===== config.mk =====
export PLATFORM = sky130hd
export DESIGN_NAME = vadd_engine
export DESIGN_NICKNAME = d
export VERILOG_FILES = /design/src/rtl/vadd_pkg.sv /design/src/rtl/vadd_loop_ctl.sv /design/src/rtl/vadd_addr_gen.sv /design/src/rtl/vadd_datapath.sv /design/src/rtl/vadd_engine.sv
export SDC_FILE = /design/constraint.sdc
export NUM_CORES = 1
export LEC_CHECK = 0
export ABC_AREA = 1
export BUFFER_PORTS_ARGS = -buffer_cell sky130_fd_sc_hd__buf_2
export CORE_ASPECT_RATIO = 1.1
export CORE_MARGIN = 2
export CORE_UTILIZATION = 50
export DETAILED_ROUTE_END_ITERATION = 8
export GPL_TIMING_DRIVEN = 0
export PLACE_DENSITY_LB_ADDON = 0.12
export SLEW_MARGIN = 0
export SYNTH_ARGS = -nofsm -noshare
export SYNTH_HDL_FRONTEND = slang
export SYNTH_SLANG_ARGS = --single-unit

===== constraint.sdc =====
create_clock -name clk -period 2.1 [get_ports clk]
set_input_delay 0 -clock clk [delete_from_list [all_inputs] [get_ports clk]]
set_output_delay 0 -clock clk [all_outputs]
set_load 0.01 [all_outputs]

===== src/rtl/vadd_pkg.sv =====
package vadd_pkg;

  typedef enum logic [1:0] {
    PH_IDLE,
    PH_PRO,
    PH_LOOP,
    PH_EPI
  } phase_t;

endpackage


===== src/rtl/vadd_loop_ctl.sv =====
module vadd_loop_ctl
  import vadd_pkg::*;
#(
  parameter int LW = 8
) (
  input  logic          clk,
  input  logic          rst_n,
  input  logic          start,
  input  logic [LW-1:0] len,
  output logic          start_acc,
  output logic          rd_fire,
  output logic          wr_fire,
  output logic          busy,
  output logic          done
);

  phase_t        phase;
  logic [LW-1:0] remain;
  logic          done_q;

  assign busy      = (phase != PH_IDLE);
  assign start_acc = start && !busy;
  assign rd_fire   = (phase == PH_PRO) || (phase == PH_LOOP);
  assign wr_fire   = (phase == PH_LOOP) || (phase == PH_EPI);
  assign done      = done_q;

  // Hardware loop: remain counts loop-body cycles still to run.
  always_ff @(posedge clk or negedge rst_n) begin
    if (!rst_n) begin
      phase  <= PH_IDLE;
      remain <= '0;
      done_q <= 1'b0;
    end else begin
      done_q <= 1'b0;
      unique case (phase)
        PH_IDLE: begin
          if (start_acc) begin
            if (len == '0) begin
              done_q <= 1'b1;
            end else begin
              phase  <= PH_PRO;
              remain <= len - LW'(1);
            end
          end
        end
        PH_PRO: begin
          phase <= (remain == '0) ? PH_EPI : PH_LOOP;
        end
        PH_LOOP: begin
          remain <= remain - LW'(1);
          if (remain == LW'(1)) phase <= PH_EPI;
        end
        PH_EPI: begin
          phase  <= PH_IDLE;
          done_q <= 1'b1;
        end
        default: phase <= PH_IDLE;
      endcase
    end
  end

  // the epilogue is followed by exactly one done cycle with busy low
  p_epi_then_done_r5: assert property (@(posedge clk) disable iff (!rst_n)
    (phase == PH_EPI) |=> (done && !busy))
    else $error("p_epi_then_done_r5");

  // once busy, only the epilogue may end the run
  p_busy_holds_r6: assert property (@(posedge clk) disable iff (!rst_n)
    (busy && phase != PH_EPI) |=> busy)
    else $error("p_busy_holds_r6");

endmodule


===== src/rtl/vadd_addr_gen.sv =====
module vadd_addr_gen #(
  parameter int AW = 8
) (
  input  logic          clk,
  input  logic          rst_n,
  input  logic          start_acc,
  input  logic          rd_fire,
  input  logic          wr_fire,
  input  logic [AW-1:0] base_x,
  input  logic [AW-1:0] base_y,
  input  logic [AW-1:0] base_z,
  output logic [AW-1:0] rd_x,
  output logic [AW-1:0] rd_y,
  output logic [AW-1:0] wr_z
);

  logic [AW-1:0] bx_q, by_q, bz_q;
  logic [AW-1:0] ridx, widx;

  always_ff @(posedge clk or negedge rst_n) begin
    if (!rst_n) begin
      bx_q <= '0;
      by_q <= '0;
      bz_q <= '0;
      ridx <= '0;
      widx <= '0;
    end else if (start_acc) begin
      bx_q <= base_x;
      by_q <= base_y;
      bz_q <= base_z;
      ridx <= '0;
      widx <= '0;
    end else begin
      if (rd_fire) ridx <= ridx + AW'(1);
      // write index trails the read index by the one-cycle read latency
      if (wr_fire) widx <= widx + AW'(1);
    end
  end

  assign rd_x = bx_q + ridx;
  assign rd_y = by_q + ridx;
  assign wr_z = bz_q + widx;

  // consecutive reads step by one word
  p_rd_stride_r9: assert property (@(posedge clk) disable iff (!rst_n)
    (rd_fire && $past(rd_fire)) |-> (rd_x == AW'($past(rd_x) + AW'(1))))
    else $error("p_rd_stride_r9");

  // consecutive writes step by one word
  p_wr_stride_r9: assert property (@(posedge clk) disable iff (!rst_n)
    (wr_fire && $past(wr_fire)) |-> (wr_z == AW'($past(wr_z) + AW'(1))))
    else $error("p_wr_stride_r9");

endmodule


===== src/rtl/vadd_datapath.sv =====
module vadd_datapath #(
  parameter int DW = 16
) (
  input  logic          wr_fire,
  input  logic [DW-1:0] op_x,
  input  logic [DW-1:0] op_y,
  output logic          wr_en,
  output logic [DW-1:0] wr_data
);

  // Modulo 2^DW sum, carry out dropped.
  always_comb begin
    wr_en   = wr_fire;
    wr_data = op_x + op_y;
  end

endmodule


===== src/rtl/vadd_engine.sv =====
module vadd_engine #(
  parameter int DW = 16,
  parameter int AW = 8,
  parameter int LW = 8
) (
  input  logic          clk,
  input  logic          rst_n,
  input  logic          start,
  input  logic [LW-1:0] len,
  input  logic [AW-1:0] base_x,
  input  logic [AW-1:0] base_y,
  input  logic [AW-1:0] base_z,
  output logic          busy,
  output logic          done,
  output logic          rdx_en,
  output logic [AW-1:0] rdx_addr,
  input  logic [DW-1:0] rdx_data,
  output logic          rdy_en,
  output logic [AW-1:0] rdy_addr,
  input  logic [DW-1:0] rdy_data,
  output logic          wr_en,
  output logic [AW-1:0] wr_addr,
  output logic [DW-1:0] wr_data
);

  logic start_acc, rd_fire, wr_fire;

  vadd_loop_ctl #(.LW(LW)) u_ctl (
    .clk       (clk),
    .rst_n     (rst_n),
    .start     (start),
    .len       (len),
    .start_acc (start_acc),
    .rd_fire   (rd_fire),
    .wr_fire   (wr_fire),
    .busy      (busy),
    .done      (done)
  );

  vadd_addr_gen #(.AW(AW)) u_agen (
    .clk       (clk),
    .rst_n     (rst_n),
    .start_acc (start_acc),
    .rd_fire   (rd_fire),
    .wr_fire   (wr_fire),
    .base_x    (base_x),
    .base_y    (base_y),
    .base_z    (base_z),
    .rd_x      (rdx_addr),
    .rd_y      (rdy_addr),
    .wr_z      (wr_addr)
  );

  vadd_datapath #(.DW(DW)) u_dp (
    .wr_fire (wr_fire),
    .op_x    (rdx_data),
    .op_y    (rdy_data),
    .wr_en   (wr_en),
    .wr_data (wr_data)
  );

  assign rdx_en = rd_fire;
  assign rdy_en = rd_fire;

  // the first busy cycle loads both operands and stores nothing
  p_prologue_r2: assert property (@(posedge clk) disable iff (!rst_n)
    $rose(busy) |-> (rdx_en && rdy_en && !wr_en))
    else $error("p_prologue_r2");

  // every store consumes a pair read in the previous cycle
  p_wr_follows_rd_r3: assert property (@(posedge clk) disable iff (!rst_n)
    wr_en |-> ($past(rdx_en) && $past(rdy_en)))
    else $error("p_wr_follows_rd_r3");

  // a store with no read in the same cycle ends the run
  p_epilogue_r4: assert property (@(posedge clk) disable iff (!rst_n)
    (wr_en && !rdx_en) |=> done)
    else $error("p_epilogue_r4");

  // an empty vector completes at once with no memory traffic
  p_zero_len_r7: assert property (@(posedge clk) disable iff (!rst_n)
    (start && !busy && len == '0) |=> (done && !busy && !rdx_en && !rdy_en && !wr_en))
    else $error("p_zero_len_r7");

endmodule


==> results.md <==
- Crit Path Max Fanout: 5
- PwrDens: 1144 nW/um2
- Critical Path AT: between 1500 and 2000 ps
- Max_cap viols: 0
- CP max-delay cell: dfrtp_1
- Initial antenna violation count: 0
- Tcrit/Tclk final: 0.9449
- Most frequent cells in the layout: nand2_1, buf_2, inv_1, dfrtp_1, ha_1
- H-tree depth: 2
- Async SR Flop Fraction: 1.000
- First-pass iteration count of the detailed router: 5
- Max-slew violations: 0
- Synth Instances: about 660
- Postcts setup bufs: 0
- Via Count: roughly 4600
- Largest net degree at the start of global routing: 52
- Initial Util: 0.5122
- Post-Syn Nets: 783
- YS warnings: 0
- Max incr delay on CP: ~470 ps
- Syn avg cell area: 6.810 um2
- Mapped Area: around 4500 um2
- Final #Nets: roughly 930
- Die area: between 9000 and 10000 um2
- Area of the core: ~8800 um2
- Vias/cell: 4.971
- CTS buffer count: 5
- Layout cell share with drive strength beyond 1: 0.1760
- Status: finished clean
- Max clock buf depth: 2
- Routed wire length: roughly 11000 um
- Slew @ Worst Pin: approximately 1200 ps
- Post-route setup TNS: 0 ps
- Residual DRC: 0
- FMAX: 0.5040 GHz
- Std-Cell Rows: 36
- Maximum vdd ir drop: 433.4 uV
- Distinct cell type count after synthesis: 36
- Top cells by area, synth: dfrtp_1, nand2_1, ha_1, inv_1, nand3_1
- RSZ-0062 raised after global routing: no
- Post-synthesis register bit count: 51
- Clk sinks: 51
- Initial DRC count: ~160
- Vias in the first global route: 4414
- CTS clk-pin slew, worst paths: 100 ps
- Num ports: roughly 110
- Worst setup EP type: output pin
- First-pass GRT wire length: approximately 18000 um
- Util after Layout: 0.6312
- Chip width: approximately 95 um
- Cell chosen for the clock root: clkbuf_8
- Rel. slew slack: 0.2159
- Die height: a little over 100 um
- I/O Buffers: about 110
- Clock Skews: around 12 ps
- Routed Antenna Nets: 0
- Register area share after synthesis: 0.2822
- Synth top area share: 0.2822
- Worst path cell trace: ha_1, fa_1, a31oi_1, xor2_1, buf_2
- Final hold vios: 0
- Final global-route overflow total: 0
- Post-synth top area cell: dfrtp_1
- P_leak: around 3.3 nW
- GRT Total Usage: 0.2246
- Layout area overhead: 23.24%
- Critical path required time: approximately 2100 ps
- Min Tclk post-route: 1984 ps
- Post-CTS sizing: 0
- ANT cells: 0
- CP startpoint kind: flop
- EDFF count, synth: 0
- Top_reg_cell synth: dfrtp_1
- Kind of critical path: flop to output pin
- CTS tree: done
- DP Wirelength: between 8000 and 9000 um
- Hold WC Path Type: input port to flop
- Drt wl/cell: about 12 um
- Placer Congestion: roughly 0.86
- Most common cell after layout, fill and taps aside: nand2_1
- Final count of negative-setup-slack endpoints: 0
- Clk_lat worst skew: roughly 310 ps
critical path, delay by kind of cell, from the launching register on:
kind	cells	cell delay (ps)
AO/OA/AOI/OAI	1	180
XOR/XNOR	1	180
adder cells (fa/ha/maj)	2	700
buffers and inverters	1	150
flip-flops	1	470
power breakdown:
group	internal, W	switching [W]
registers	0.00137	0.000371
logic	0.00159	0.00236
clock network	0.000350	0.000327
total	0.00331	0.00306
routing by layer:
layer / global-route usage / vias to the layer above / share of wire
met4: 0.04658 / 0 / 0.0099
met5: 0 / - / 0
li1: - / 2383 / -
met1: 0.2797 / 2062 / 0.45
met3: 0.02764 / 7 / 0.045
met2: 0.4093 / 126 / 0.49
registers in the layout (all words and copies together), names as in the netlist:
register      flops
u_agen.bx_q       8
u_agen.by_q       8
u_agen.bz_q       8
u_agen.ridx       8
u_agen.widx       8
u_ctl.done        1
u_ctl.phase       2
u_ctl.remain      8
per-stage QoR:
| stage | hold WS, ps | total power, W | cell area, um2 | cells | setup WS (ps) |
|---|---|---|---|---|---|
| final | 43.57 | 0.006376 | 5573 | 921 | 115.8 |
| after detailed placement | 200.4 | 0.005673 | 5220 | 889 | 311.5 |
| after CTS | 40.40 | 0.006407 | 5573 | 921 | 107.2 |
| after floorplan | -295.6 | 0.004466 | 4522 | 664 | 490.6 |
| after global routing | 52.21 | 0.007033 | 5573 | 921 | 23.51 |
| after global placement | 193.9 | 0.005549 | 5220 | 889 | 358.5 |
cells in the mapped netlist (4+ instances only):
| cell | instances |
|---|---|
| nor3_1 | 9 |
| nand2_1 | 251 |
| nor2_1 | 39 |
| ha_1 | 48 |
| nand3_1 | 45 |
| buf_2 | 6 |
| inv_1 | 87 |
| nand4_1 | 12 |
| xor2_1 | 22 |
| a21oi_1 | 25 |
| fa_1 | 4 |
| dfrtp_1 | 51 |
| nand3b_1 | 5 |
| xnor2_1 | 5 |
| o21ai_0 | 18 |
| a31oi_1 | 4 |
final timing paths:
kind / from / to / slack [ps] / depth (start not counted)
max: u_agen.ridx[0] / rdx_addr[4] / 120 / 5
min: len[0] / u_ctl.remain[0] / 40 / 4
max reg2reg: u_ctl.phase[0] / u_agen.ridx[6] / 270 / 9
min reg2reg: u_agen.bx_q[3] / u_agen.bx_q[3] / 500 / 2
max in group asynchronous: rst_n / u_agen.ridx[3] / 910 / 2
min in group asynchronous: rst_n / u_agen.bx_q[5] / 470 / 2
what timing repair did:
action	CTS	global route
hold buffers	25	0
hold endpoints to repair	75	0
endpoints found under the setup margin	0	0
logic make-up after synthesis:
family | share of synthesized area
xor+xnor | 0.05230
buf+inv | 0.08494
flops | 0.2822
simple gates | 0.3586
mux | 0.002214
fa+ha+maj | 0.1505
compound gates | 0.06918
layout make-up:
cell class	count	area [um2]
multi-input cells	515	2861
plain buffers	10	53.80
inverters	88	330.3
flip-flops and latches	51	1276
repair buffers	136	805.8
fillers	825	3256
clock buffers	6	72.57
clock inverters	1	30.03
well taps	114	142.6
(Power assumes the default switching activity.)
